**config.mk**
```make
export PLATFORM = sky130hd
export DESIGN_NAME = nand_erase_seq
export DESIGN_NICKNAME = d
export VERILOG_FILES = /design/src/rtl/nand_erase_pkg.sv /design/src/rtl/nand_bus_cycle.sv /design/src/rtl/nand_wait_timer.sv /design/src/rtl/nand_erase_seq.sv
export SDC_FILE = /design/constraint.sdc
export NUM_CORES = 1
export LEC_CHECK = 0
export ABC_AREA = 1
export BUFFER_PORTS_ARGS = -buffer_cell sky130_fd_sc_hd__buf_4
export CORE_ASPECT_RATIO = 0.6
export CORE_MARGIN = 2
export CORE_UTILIZATION = 35
export DETAILED_ROUTE_END_ITERATION = 10
export PLACE_DENSITY = 0.53
export SLEW_MARGIN = 15
export SYNTH_ARGS = -nofsm -noshare
export SYNTH_HDL_FRONTEND = slang
export SYNTH_SLANG_ARGS = --single-unit
```
**constraint.sdc**
```tcl
create_clock -name clk -period 2.1 [get_ports clk]
set_input_delay 0.315 -clock clk [delete_from_list [all_inputs] [get_ports clk]]
set_output_delay 0.315 -clock clk [all_outputs]
set_load 0.02 [all_outputs]
```
**src/rtl/nand_erase_pkg.sv**
```systemverilog
`timescale 1ns/1ps
package nand_erase_pkg;

    typedef enum logic [1:0] {
        RES_PASS    = 2'd0,
        RES_FAIL    = 2'd1,
        RES_WPROT   = 2'd2,
        RES_TIMEOUT = 2'd3
    } erase_res_e;

    typedef enum logic [1:0] {
        BC_CMD  = 2'd0,
        BC_ADDR = 2'd1,
        BC_READ = 2'd2
    } bus_kind_e;

    typedef struct packed {
        bus_kind_e  kind;
        logic [7:0] data;
    } bus_op_t;

    localparam logic [7:0] OP_SETUP    = 8'h60;
    localparam logic [7:0] OP_CONFIRM  = 8'hD0;
    localparam logic [7:0] OP_CHAIN    = 8'hD1;
    localparam logic [7:0] OP_STAT_ALL = 8'h70;
    localparam logic [7:0] OP_STAT_LUN = 8'h78;

    // status byte fields: bit7 write-enabled, bit6/bit5 ready, bit0 fail
    localparam logic [7:0] SB_READY_MASK = 8'h60;
    localparam logic [7:0] SB_WREN_MASK  = 8'h80;
    localparam logic [7:0] SB_FAIL_MASK  = 8'h01;

    function automatic logic status_complete(input logic [7:0] sb);
        return (sb & SB_READY_MASK) == SB_READY_MASK;
    endfunction

    function automatic erase_res_e status_decode(input logic [7:0] sb);
        if ((sb & SB_WREN_MASK) == 8'h00)      return RES_WPROT;
        else if ((sb & SB_FAIL_MASK) != 8'h00) return RES_FAIL;
        else                                   return RES_PASS;
    endfunction

endpackage

```
**src/rtl/nand_bus_cycle.sv**
```systemverilog
`timescale 1ns/1ps
module nand_bus_cycle
    import nand_erase_pkg::*;
#(
    parameter int LO_CYC = 2,
    parameter int HI_CYC = 2
) (
    input  logic       clk,
    input  logic       rst,
    input  logic       start,
    input  bus_op_t    op,
    input  logic [7:0] dq_in,
    output logic       idle,
    output logic       fin,
    output logic [7:0] rdata,
    output logic       cmd_le,
    output logic       addr_le,
    output logic       wr_n,
    output logic       rd_n,
    output logic [7:0] dq_out,
    output logic       dq_oe
);
    localparam int MAXC = (LO_CYC > HI_CYC) ? LO_CYC : HI_CYC;
    localparam int CW   = $clog2(MAXC + 1);

    typedef enum logic [1:0] {PH_IDLE, PH_LOW, PH_HIGH} phase_e;

    phase_e        ph;
    logic [CW-1:0] cnt;
    bus_op_t       op_q;

    always_ff @(posedge clk) begin
        if (rst) begin
            ph    <= PH_IDLE;
            cnt   <= '0;
            op_q  <= '{kind: BC_CMD, data: 8'h00};
            rdata <= 8'h00;
        end else begin
            case (ph)
                PH_IDLE: if (start) begin
                    op_q <= op;
                    ph   <= PH_LOW;
                    cnt  <= CW'(LO_CYC - 1);
                end
                PH_LOW: begin
                    if (op_q.kind == BC_READ && cnt == '0) rdata <= dq_in;
                    if (cnt == '0) begin
                        ph  <= PH_HIGH;
                        cnt <= CW'(HI_CYC - 1);
                    end else begin
                        cnt <= cnt - 1'b1;
                    end
                end
                default: begin
                    if (cnt == '0) ph <= PH_IDLE;
                    else           cnt <= cnt - 1'b1;
                end
            endcase
        end
    end

    assign idle    = (ph == PH_IDLE);
    assign fin     = (ph == PH_HIGH) && (cnt == '0);
    assign cmd_le  = !idle && (op_q.kind == BC_CMD);
    assign addr_le = !idle && (op_q.kind == BC_ADDR);
    assign dq_oe   = !idle && (op_q.kind != BC_READ);
    assign dq_out  = op_q.data;
    assign wr_n    = !((ph == PH_LOW) && (op_q.kind != BC_READ));
    assign rd_n    = !((ph == PH_LOW) && (op_q.kind == BC_READ));
endmodule

```
**src/rtl/nand_wait_timer.sv**
```systemverilog
`timescale 1ns/1ps
module nand_wait_timer #(
    parameter int LIMIT = 1000
) (
    input  logic                       clk,
    input  logic                       rst,
    input  logic                       clear,
    input  logic                       run,
    output logic [$clog2(LIMIT+1)-1:0] count,
    output logic                       expired
);
    localparam int W = $clog2(LIMIT + 1);

    assign expired = (count >= W'(LIMIT - 1));

    always_ff @(posedge clk) begin
        if (rst || clear)        count <= '0;
        else if (run && !expired) count <= count + 1'b1;
    end
endmodule

```
**src/rtl/nand_erase_seq.sv**
```systemverilog
`timescale 1ns/1ps
module nand_erase_seq
    import nand_erase_pkg::*;
#(
    parameter int PAGE_W          = 6,
    parameter int BLOCK_W         = 12,
    parameter int LUN_W           = 1,
    parameter int PLANES          = 2,
    parameter int WE_LO_CYC       = 2,
    parameter int WE_HI_CYC       = 2,
    parameter int BUSY_SETTLE_CYC = 20,
    parameter int TIMEOUT_CYC     = 1000000
) (
    input  logic                        clk,
    input  logic                        rst,
    input  logic                        req_valid,
    output logic                        req_ready,
    input  logic [BLOCK_W-1:0]          req_block,
    input  logic [LUN_W-1:0]            req_lun,
    input  logic [$clog2(PLANES)-1:0]   req_extra,
    output logic                        nf_ce_n,
    output logic                        nf_cmd_le,
    output logic                        nf_addr_le,
    output logic                        nf_wr_n,
    output logic                        nf_rd_n,
    output logic [7:0]                  nf_dq_out,
    output logic                        nf_dq_oe,
    input  logic [7:0]                  nf_dq_in,
    input  logic                        nf_ready,
    output logic                        done,
    output logic [1:0]                  result
);
    localparam int ROW_W = 24;
    localparam int PL_W  = $clog2(PLANES);
    localparam int TW    = $clog2(TIMEOUT_CYC + 1);

    typedef enum logic [2:0] {
        S_IDLE, S_ERASE, S_SETTLE, S_WAIT, S_STAT, S_DONE
    } seq_state_e;

    seq_state_e         state;
    logic [BLOCK_W-1:0] blk_q;
    logic [LUN_W-1:0]   lun_q, last_lun;
    logic [PL_W-1:0]    extra_q, seq_q;
    logic [2:0]         sub_q;
    logic               have_prev, multi_seen;
    erase_res_e         res_q;

    logic               cg_start, cg_idle, cg_fin;
    logic [7:0]         cg_rdata;
    bus_op_t            cg_op;
    logic [TW-1:0]      tmr_count;
    logic               tmr_expired, tmr_clear, tmr_run;

    // row of the current sequence, page field forced to zero
    logic [BLOCK_W-1:0] blk_eff;
    logic [ROW_W-1:0]   row_bus;
    logic [7:0]         row_byte;

    always_comb begin
        blk_eff = blk_q;
        if (extra_q != '0) blk_eff[PL_W-1:0] = seq_q;
    end

    assign row_bus = ROW_W'({lun_q, blk_eff, {PAGE_W{1'b0}}});

    always_comb begin
        case (sub_q)
            3'd1:    row_byte = row_bus[7:0];
            3'd2:    row_byte = row_bus[15:8];
            default: row_byte = row_bus[23:16];
        endcase
    end

    always_comb begin
        cg_op = '{kind: BC_CMD, data: OP_SETUP};
        if (state == S_ERASE) begin
            if (sub_q == 3'd4)
                cg_op.data = (seq_q == extra_q) ? OP_CONFIRM : OP_CHAIN;
            else if (sub_q != 3'd0)
                cg_op = '{kind: BC_ADDR, data: row_byte};
        end else if (state == S_STAT) begin
            if (sub_q == 3'd0)
                cg_op.data = multi_seen ? OP_STAT_LUN : OP_STAT_ALL;
            else if (sub_q == 3'd4)
                cg_op = '{kind: BC_READ, data: 8'h00};
            else
                cg_op = '{kind: BC_ADDR, data: row_byte};
        end
    end

    assign cg_start  = ((state == S_ERASE) || (state == S_STAT)) && cg_idle;
    assign tmr_clear = (state == S_ERASE) || (state == S_IDLE);
    assign tmr_run   = (state == S_SETTLE) || (state == S_WAIT) || (state == S_STAT);

    nand_bus_cycle #(.LO_CYC(WE_LO_CYC), .HI_CYC(WE_HI_CYC)) u_cycle (
        .clk(clk), .rst(rst), .start(cg_start), .op(cg_op), .dq_in(nf_dq_in),
        .idle(cg_idle), .fin(cg_fin), .rdata(cg_rdata),
        .cmd_le(nf_cmd_le), .addr_le(nf_addr_le), .wr_n(nf_wr_n), .rd_n(nf_rd_n),
        .dq_out(nf_dq_out), .dq_oe(nf_dq_oe)
    );

    nand_wait_timer #(.LIMIT(TIMEOUT_CYC)) u_timer (
        .clk(clk), .rst(rst), .clear(tmr_clear), .run(tmr_run),
        .count(tmr_count), .expired(tmr_expired)
    );

    always_ff @(posedge clk) begin
        if (rst) begin
            state      <= S_IDLE;
            blk_q      <= '0;
            lun_q      <= '0;
            last_lun   <= '0;
            extra_q    <= '0;
            seq_q      <= '0;
            sub_q      <= '0;
            have_prev  <= 1'b0;
            multi_seen <= 1'b0;
            res_q      <= RES_PASS;
        end else begin
            case (state)
                S_IDLE: if (req_valid) begin
                    blk_q     <= req_block;
                    lun_q     <= req_lun;
                    extra_q   <= req_extra;
                    seq_q     <= '0;
                    sub_q     <= '0;
                    last_lun  <= req_lun;
                    have_prev <= 1'b1;
                    if (have_prev && (req_lun != last_lun)) multi_seen <= 1'b1;
                    state     <= S_ERASE;
                end
                S_ERASE: if (cg_fin) begin
                    if (sub_q == 3'd4) begin
                        sub_q <= '0;
                        if (seq_q == extra_q) state <= S_SETTLE;
                        else                  seq_q <= seq_q + 1'b1;
                    end else begin
                        sub_q <= sub_q + 3'd1;
                    end
                end
                S_SETTLE: if (tmr_count == TW'(BUSY_SETTLE_CYC - 1)) state <= S_WAIT;
                S_WAIT: begin
                    if (nf_ready) begin
                        state <= S_STAT;
                        sub_q <= '0;
                    end else if (tmr_expired) begin
                        res_q <= RES_TIMEOUT;
                        state <= S_DONE;
                    end
                end
                S_STAT: if (cg_fin) begin
                    if (sub_q == 3'd0) begin
                        sub_q <= multi_seen ? 3'd1 : 3'd4;
                    end else if (sub_q != 3'd4) begin
                        sub_q <= sub_q + 3'd1;
                    end else if (status_complete(cg_rdata)) begin
                        res_q <= status_decode(cg_rdata);
                        state <= S_DONE;
                    end else if (tmr_expired) begin
                        res_q <= RES_TIMEOUT;
                        state <= S_DONE;
                    end else begin
                        sub_q <= '0;
                    end
                end
                default: state <= S_IDLE;
            endcase
        end
    end

    assign req_ready = (state == S_IDLE);
    assign nf_ce_n   = (state == S_IDLE) || (state == S_DONE);
    assign done      = (state == S_DONE);
    assign result    = res_q;
endmodule

```
# Yosys cells after proc, flatten, opt, wreduce, memory -nomap -nowiden
# Index checks and enable logic that the tools add are counted.
# op_classes
addsub	4
order_cmp	1
n_eq_ne	34
n_mux	56
reduce_logical	41
# op_table
operator	n
$mux 3	21
$mux 10	3
$mux 2	14
$ne 2x2->1 const B	11
$add 20x1->20 const B	1
$eq 20x5->1 const B	1
$ge 20x20->1 const B	1
$mux 8	2
$pmux 8 s2	1
$pmux 3 s5	1
$pmux 2 s2	3
$pmux 3 s4	1
$logic_and 1x1->1	10
$reduce_and 5->1	2
$eq 3x2->1 const B	3
$eq 3x3->1 const B	3
$mux 9	1
$logic_not 8->1	1
$ne 4x4->1 const B	2
$reduce_and 2->1	4
$reduce_and 8->1	1
$mux 1	7
$reduce_and 7->1	1
$eq 2x2->1 const B	3
19 further kinds	38
# totals
ff_bits	67
inputBits	26
word_cells	151

# Logic depth before layout (Yosys ltp)
# Gate-level depths: netlist of the first run.
# depth
depth_word	7
mapped_depth	13
mapped_depth_nobuf	12

# Cells and area by module
# A second synthesis of the first run with hierarchy kept.
# hier_totals
cells_unflattened	622
area_unflattened_um2	4055.1
# modules_own_cells
module	instances	cells_per_inst	area_per_inst_um2
nand_erase_seq	1	253	1587.8
nand_wait_timer	1	236	1466.4
nand_bus_cycle	1	133	1001.0

# Worst setup path before layout of the first run
# No wires, ideal clock.
# synth_timing
kind	reg2reg
start	register u_timer.count[0]
end	register u_timer.count[9]
setup_time_ns	0.115
t_arrival_ns	1.511
slack_ns	0.474
stages_incl_launch_ff	12
path_buffers	1
path_cell_list	dfxtp_1 > ha_1 > nand2_1 > nor2_4 > nand3_1 > nand2_2 > inv_4 > nand2_8 > inv_6 > buf_12 > a21oi_1 > nor2_1
# synth_between
elab_chain_cells	3
elab_cells_between_ends	4
# synth_lines
item	line	text
from (decl)	nand_wait_timer.sv:9	output logic [$clog2(LIMIT+1)-1:0] count,
from (signal assigned)	nand_wait_timer.sv:18	else if (run && !expired) count <= count + 1'b1;
$ge 20x20->1	nand_wait_timer.sv:14	assign expired = (count >= W'(LIMIT - 1));
$logic_not 1->1	nand_wait_timer.sv:18	
$logic_and 1x1->1	nand_wait_timer.sv:18	
# Several ways; a longest one is shown, not always the timed one.
# A chain may end at the register's enable or synchronous reset.

# Worst setup path in the final report of the first run
# layout_timing
start	register u_cycle.cnt[0]
end	register res_q[1], in the netlist result[1]
# layout_between
elab_chain_cells	4
# layout_lines
item	line	text
from (decl)	nand_bus_cycle.sv:29	logic [CW-1:0] cnt;
from (signal assigned)	nand_bus_cycle.sv:43	cnt <= CW'(LO_CYC - 1);
from (signal assigned)	nand_bus_cycle.sv:49	cnt <= CW'(HI_CYC - 1);
from (signal assigned)	nand_bus_cycle.sv:51	cnt <= cnt - 1'b1;
$logic_not 2->1	nand_bus_cycle.sv:63	assign fin = (ph == PH_HIGH) && (cnt == '0);
$logic_and 1x1->1	nand_bus_cycle.sv:63	
$ne 2x2->1 (no source line)	--	
$reduce_and 5->1 (no source line)	--	
to (signal assigned)	nand_erase_seq.sv:158	res_q <= status_decode(cg_rdata);
to (decl)	nand_erase_seq.sv:47	erase_res_e res_q;
# No other way between the ends.

==> results of run 1 <==
worst max-delay path: cells and delay by family (launching register included):
family          cells  cell delay [ps]
simple gates        5              470
compound gates      1              470
flops               1              310
buf+inv             3              280
fa+ha+maj           1              240
per-stage QoR:
step                      hold WS, ps  instance area [um2]  utilization, %  setup WS (ps)
after floorplan                   392                 3580               -            474
after global placement            436                 3980            40.1            354
after detailed placement          441                 3980            40.1            324
after CTS                         192                 4280            43.2            268
after global routing              228                 4280            43.2           67.8
final                             202                 4280            43.2            258
cell families after synthesis:
logic type	count (synthesis)	share of synthesized area (%)
flops	63	35.3
simple gates	251	31.5
fa+ha+maj	8	2.80
buf+inv	94	11.9
xor+xnor	11	2.69
compound gates	100	15.8
layout make-up:
class | instances | share of cell area (%)
Multi-Input combinational cell | 370 | 44.1
Clock buffer | 9 | 5.26
Clock inverter | 7 | 1.73
Inverter | 72 | 6.52
Sequential cell | 63 | 29.5
Tap cell | 135 | 3.95
Timing Repair Buffer | 51 | 8.95
sequential cells by signal, indices dropped and copies added, names as in the netlist, 2 cells and up:
register / count
blk_q: 12
result: 2
state: 3
sub_q: 3
u_cycle.cnt: 2
u_cycle.dq_out: 8
u_cycle.op_q: 2
u_cycle.ph: 2
u_cycle.rdata: 4
u_timer.count: 20
placed cells by master, fill, tap and decap left out, types with 10 or more instances in the layout:
| master | count |
|---|---|
| nand2_1 | 113 |
| inv_1 | 63 |
| dfxtp_1 | 63 |
| nor2_1 | 62 |
| buf_4 | 51 |
| a21oi_1 | 44 |
| nand3_1 | 34 |
| o21ai_0 | 32 |
| nor3_1 | 17 |
| xor2_1 | 10 |
cell usage after synthesis, types with 2 or more instances:
cell type | n | share of area [%]
nand2_1 | 113 | 12
dfxtp_1 | 63 | 35
inv_1 | 63 | 6.6
nor2_1 | 62 | 6.5
a21oi_1 | 44 | 6.2
nand3_1 | 34 | 4.8
o21ai_0 | 32 | 4.5
nor3_1 | 17 | 2.4
buf_4 | 10 | 2.1
xor2_1 | 10 | 2.4
ha_1 | 8 | 2.8
clkbuf_1 | 7 | 0.73
a21oi_2 | 6 | 1.5
inv_2 | 5 | 0.52
nand4_1 | 5 | 0.87
nor2_2 | 5 | 0.87
a31oi_1 | 4 | 0.70
nand3_2 | 4 | 1.1
nor4_1 | 4 | 0.70
a22oi_1 | 3 | 0.63
buf_2 | 3 | 0.42
a211oi_1 | 2 | 0.42
nand2_2 | 2 | 0.35
nor2_4 | 2 | 0.63
o21ai_2 | 2 | 0.49
o22ai_1 | 2 | 0.35
routing by layer:
| metal | GRT usage [%] | vias to the layer above | routed length, um |
|---|---|---|---|
| met3 | 4.33 | 7 | 788 |
| met1 | 31.4 | 1590 | 5620 |
| met2 | 22.3 | 117 | 3300 |
| met4 | 6.00 | 0 | 102 |
| met5 | 0 | - | 0 |
| li1 | - | 1781 | - |
how the worst min path moves through the flow:
stage / from / endpoint / slack, ps / cells past startpoint
final: nf_dq_in[6] / u_cycle.rdata[6] / 200 / 3
after global routing: nf_dq_in[6] / u_cycle.rdata[6] / 230 / 3
after CTS: nf_dq_in[6] / u_cycle.rdata[6] / 190 / 3
after detailed placement: have_prev / have_prev / 440 / 2
after global placement: have_prev / have_prev / 440 / 2
after floorplan: rst / u_cycle.ph[1] / 390 / 1
where the power goes:
part	internal (mW)	switching, mW
logic	0.708	1.43
clock network	0.917	0.577
registers	1.40	0.138
total	3.02	2.14
==> impl_results.md, run 1 <==
- Fin. max-slew vios: 0
- First-pass GRT wire length: 15900 um
- Area delta synth->final: 19.7%
- GRT Total Usage: 18.9%
- Clock latency on the worst-skew pair: 330 ps
- YS warnings: 0
- Synth cell types: between 40 and 50
- Post-CTS Setup Bufs: 0
- Sink Count: 63
- H-tree depth: 3
- Max cap viols: 0
- WL/cell: 13.9 um
- Dpl cells: 691
- Worst r2r path cells: 10
- Total power: ~5.2 mW
- Initial DRC count: 330
- Detailed placer's ending HPWL: approximately 7400 um
- Max FO, Critical Path: 4
- Synthesized area: 0.00358 mm2
- NumNets Final: roughly 600
- Std-Cell Rows: 28
- DRT Pass-1 Iters: 5
- Die height: 82.3 um
- Async set-reset flop share out of synthesis: 0%
- Crit end category: flip-flop
- # hold bufs at CTS: 0
- Count of final setup violators: 0
- Core area: about 0.0099 mm2
- Maximum VDD drop: 0.513 mV
- CTS Buf Count: 9
- Residual DRC count: 0
- Final ANT Viol Nets: 0
- Worst r2r src: u_cycle.cnt[0]
- Pleak: between 1.5 and 2 nW
- Mapped Cells: 527
- CP max stage cell: o21ai_0
- Final Hold Fails: 0
- R2R Setup Slk: 260 ps
- Most frequent cell on the critical path: inv_1
- WP data required: 2360 ps
- CTS tree: yes
- Clock transition at path regs: 60 ps
- RSZ-0062 raised after global routing: no
- Number of global-route vias before repair: 3057
- Maximum clock frequency: 0.543 GHz
- DIE WIDTH: ~130 um
- Status: finished clean
- Net Count, Synth: 561
- Type of the worst setup path: flip-flop to flip-flop
- Cell Count, Final, Fillers Out: 707
- Post-DR vias/cell: roughly 5
- Critical Path AT: roughly 2100 ps
- Clock skew: 7.77 ps
- Crit path launch: u_cycle.cnt[0]
- Post-synth EDFFs: 0
- CTS Root Buffer Type: clkbuf_16
- Filler cells: 1007
- CTS max path bufs: 2
- Post-CTS sizing: 0
- Worst hold path class: input pin to flip-flop
- Via count: between 3000 and 4000
- I/O Pins: 44
- PD cells: 1210 mW/mm2
- Initial antenna violation count: 0
- GRT overflow: 0
- Buffers on Ports: 39
- Syn Area/Cell: 6.79 um2
- Worst slew pin tran: 670 ps
- Multi-input logic area: 0.00189 mm2
- Ant. Diodes: 0
- Layout cell share with drive strength beyond 1: between 10% and 20%
- Post-route clock period utilization: between 80% and 90%
- Synthesized flop and latch total: 63
- Startpoint type of the worst setup path: flip-flop
- Final Wtd Congestion: 0.919
- Ys flop type: dfxtp_1
- Slowest Stage Delay on Critical Path: 470 ps
- Register area share after synthesis: 35.3%
- Rel. slew slack: 55.3%
- Die area: 0.0111 mm2
- FF-to-FF End: result[1]
- Drt total wl: 9810 um
- Initial Util: 36.1%
- CP Cell Sequence: inv_1 -> ha_1 -> nand2_1 -> inv_1 -> nand2_1 -> o21ai_0 -> nand3_1 -> inv_1 -> nor2_1 -> nor2_1
- Pin count of the biggest net entering global routing: 24
- Reg area: 0.00126 mm2
- CP endpoint: result[1]
- TNS Setup: 0 ps
- Minimum clock period: between 1500 and 2000 ps
No activity file was read; power rests on OpenSTA's default activity.
==> run 2: changes to the inputs <==
Settings changed: CORE_UTILIZATION 35 to 30, PLACE_DENSITY 0.53 to 0.47, SKIP_CTS_REPAIR_TIMING set to 1.
==> impl_results.md, run 2 (synthesis gave the netlist of run 1 again) <==
- GRT Total Usage: between 10% and 20%
- DRT Pass-1 Iters: 5
- Final Hold Fails: 0
- I/O Pins: 44
- TNS Setup: 0 ps
- Detailed placer's ending HPWL: 7550 um
- Via count: 3398
- Reg area: 0.00126 mm2
- Worst hold path class: input pin to flip-flop
- Minimum clock period: 1860 ps
- Final ANT Viol Nets: 0
- WL/cell: 13.6 um
- Initial Util: 31.2%
- Filler cells: approximately 1200
- PD cells: approximately 1200 mW/mm2
- Largest Register: u_timer.count
- Std-Cell Rows: 30
- Psw: 2.13 mW
- Maximum VDD drop: 0.442 mV
- Dpl cells: 715
- Max reg flops: 20
- DIE WIDTH: around 140 um
- Die height: between 80 and 90 um
- Post-route clock period utilization: between 80 and 90%
- CTS Root Buffer Type: clkbuf_16
- GRT overflow: 0
- Final Wtd Congestion: 0.900
- Post-DR vias/cell: 4.64
- Max FO, Critical Path: 7
- Cell Count, Final, Fillers Out: approximately 730
- Core area: 0.0114 mm2
- Place WS: 287 ps
- Die area: 0.0128 mm2
- Initial antenna violation count: 0
- Setup ws final: 244 ps
- Most common cell after layout, fill and taps aside: nand2_1
- CTS tree: yes
- Switching Share: 42.3%
- Layout cell share with drive strength beyond 1: 17.3%
- Critical Path AT: 2110 ps
- CTS Buf Count: 9
- CTS max path bufs: 2
- Int Pwr: 2.90 mW
- Clock skew: 8.49 ps
- First-pass GRT wire length: 16200 um
- Number of global-route vias before repair: 3026
- Max cap viols: 0
- Commonest non-fill, non-tap cells in the layout: nand2_1, inv_1, dfxtp_1
- Initial DRC count: 269
- Status: finished clean
- WP data required: 2360 ps
- Count of final setup violators: 0
- Comb power frac: 42.4%
- Pin count of the biggest net entering global routing: 25
- Total power: 5.04 mW
- Buffers on Ports: 39
- Clock latency on the worst-skew pair: 330 ps
- Residual DRC count: 0
- Type of the worst setup path: flip-flop to flip-flop
- NumNets Final: approximately 600
- Pleak: 1.80 nW
- Worst slew pin tran: roughly 670 ps
- H-tree depth: 3
- Drt total wl: approximately 9900 um
- Sink Count: 63
- Clock transition at path regs: 60 ps
- Crit end category: flip-flop
- Maximum clock frequency: around 0.54 GHz
- Startpoint type of the worst setup path: flip-flop
- Area delta synth->final: 19.9%
- RSZ-0062 raised after global routing: no
- Reg power frac: 30.5%
- Fin. max-slew vios: 0
- Rel. slew slack: 55.2%
- Final Util: 37.4%
- Clock power share: 27.1%
- Multi-input logic area: 0.00189 mm2
- Ant. Diodes: 0
[run 2: stage by stage]
stage / hold WS (ps) / area (um2)
6_report: 209 / 4290
5_1_grt: 213 / 4290
4_1_cts: 202 / 4280
3_5_place_dp: 444 / 4000
3_3_place_gp: 443 / 4000
2_1_floorplan: 392 / 3580
[run 2: path summary, 6_finish.rpt]
path | start | to | slack, ps | cells after the start
setup / recovery | sub_q[0] | result[1] | 240 | 8
hold / removal | nf_dq_in[5] | u_cycle.rdata[5] | 210 | 3
setup reg to reg | sub_q[0] | result[1] | 240 | 8
hold reg to reg | have_prev | have_prev | 450 | 2
[run 2: critical path, stage by stage (launching register included)]
cell and delay (ps):
dfxtp_1 360, inv_1 130, ha_1 310, nand2_1 170, o21ai_0 470, nand3_1 130
inv_1 110, nor2_1 40, nor2_1 80
[run 2: cell type report]
class / instances / area share (%)
flip-flops and latches: 63 / 29.4
clock inverters: 7 / 1.17
inverters: 72 / 6.51
clock buffers: 9 / 5.25
repair buffers: 51 / 8.93
multi-input cells: 370 / 44.0
well taps: 160 / 4.67
[run 2: per-layer routing]
layer / GRT usage [%] / share of wire, % / wire (um) / vias to the layer above
met5: 0 / 0 / 0 / -
met4: 3.78 / 0.79 / 79 / 0
met3: 4.07 / 6.5 / 646 / 9
met2: 19.6 / 33 / 3320 / 102
met1: 26.7 / 59 / 5900 / 1504
li1: - / - / - / 1783
[run 2: power groups by stage]
stage	logic [mW]	registers (mW)	clock network, mW
2_1_floorplan	1.56	1.52	0
3_3_place_gp	2.06	1.56	0
3_5_place_dp	2.09	1.56	0
4_1_cts	2.09	1.53	1.40
5_1_grt	2.39	1.56	1.45
6_report	2.13	1.54	1.37
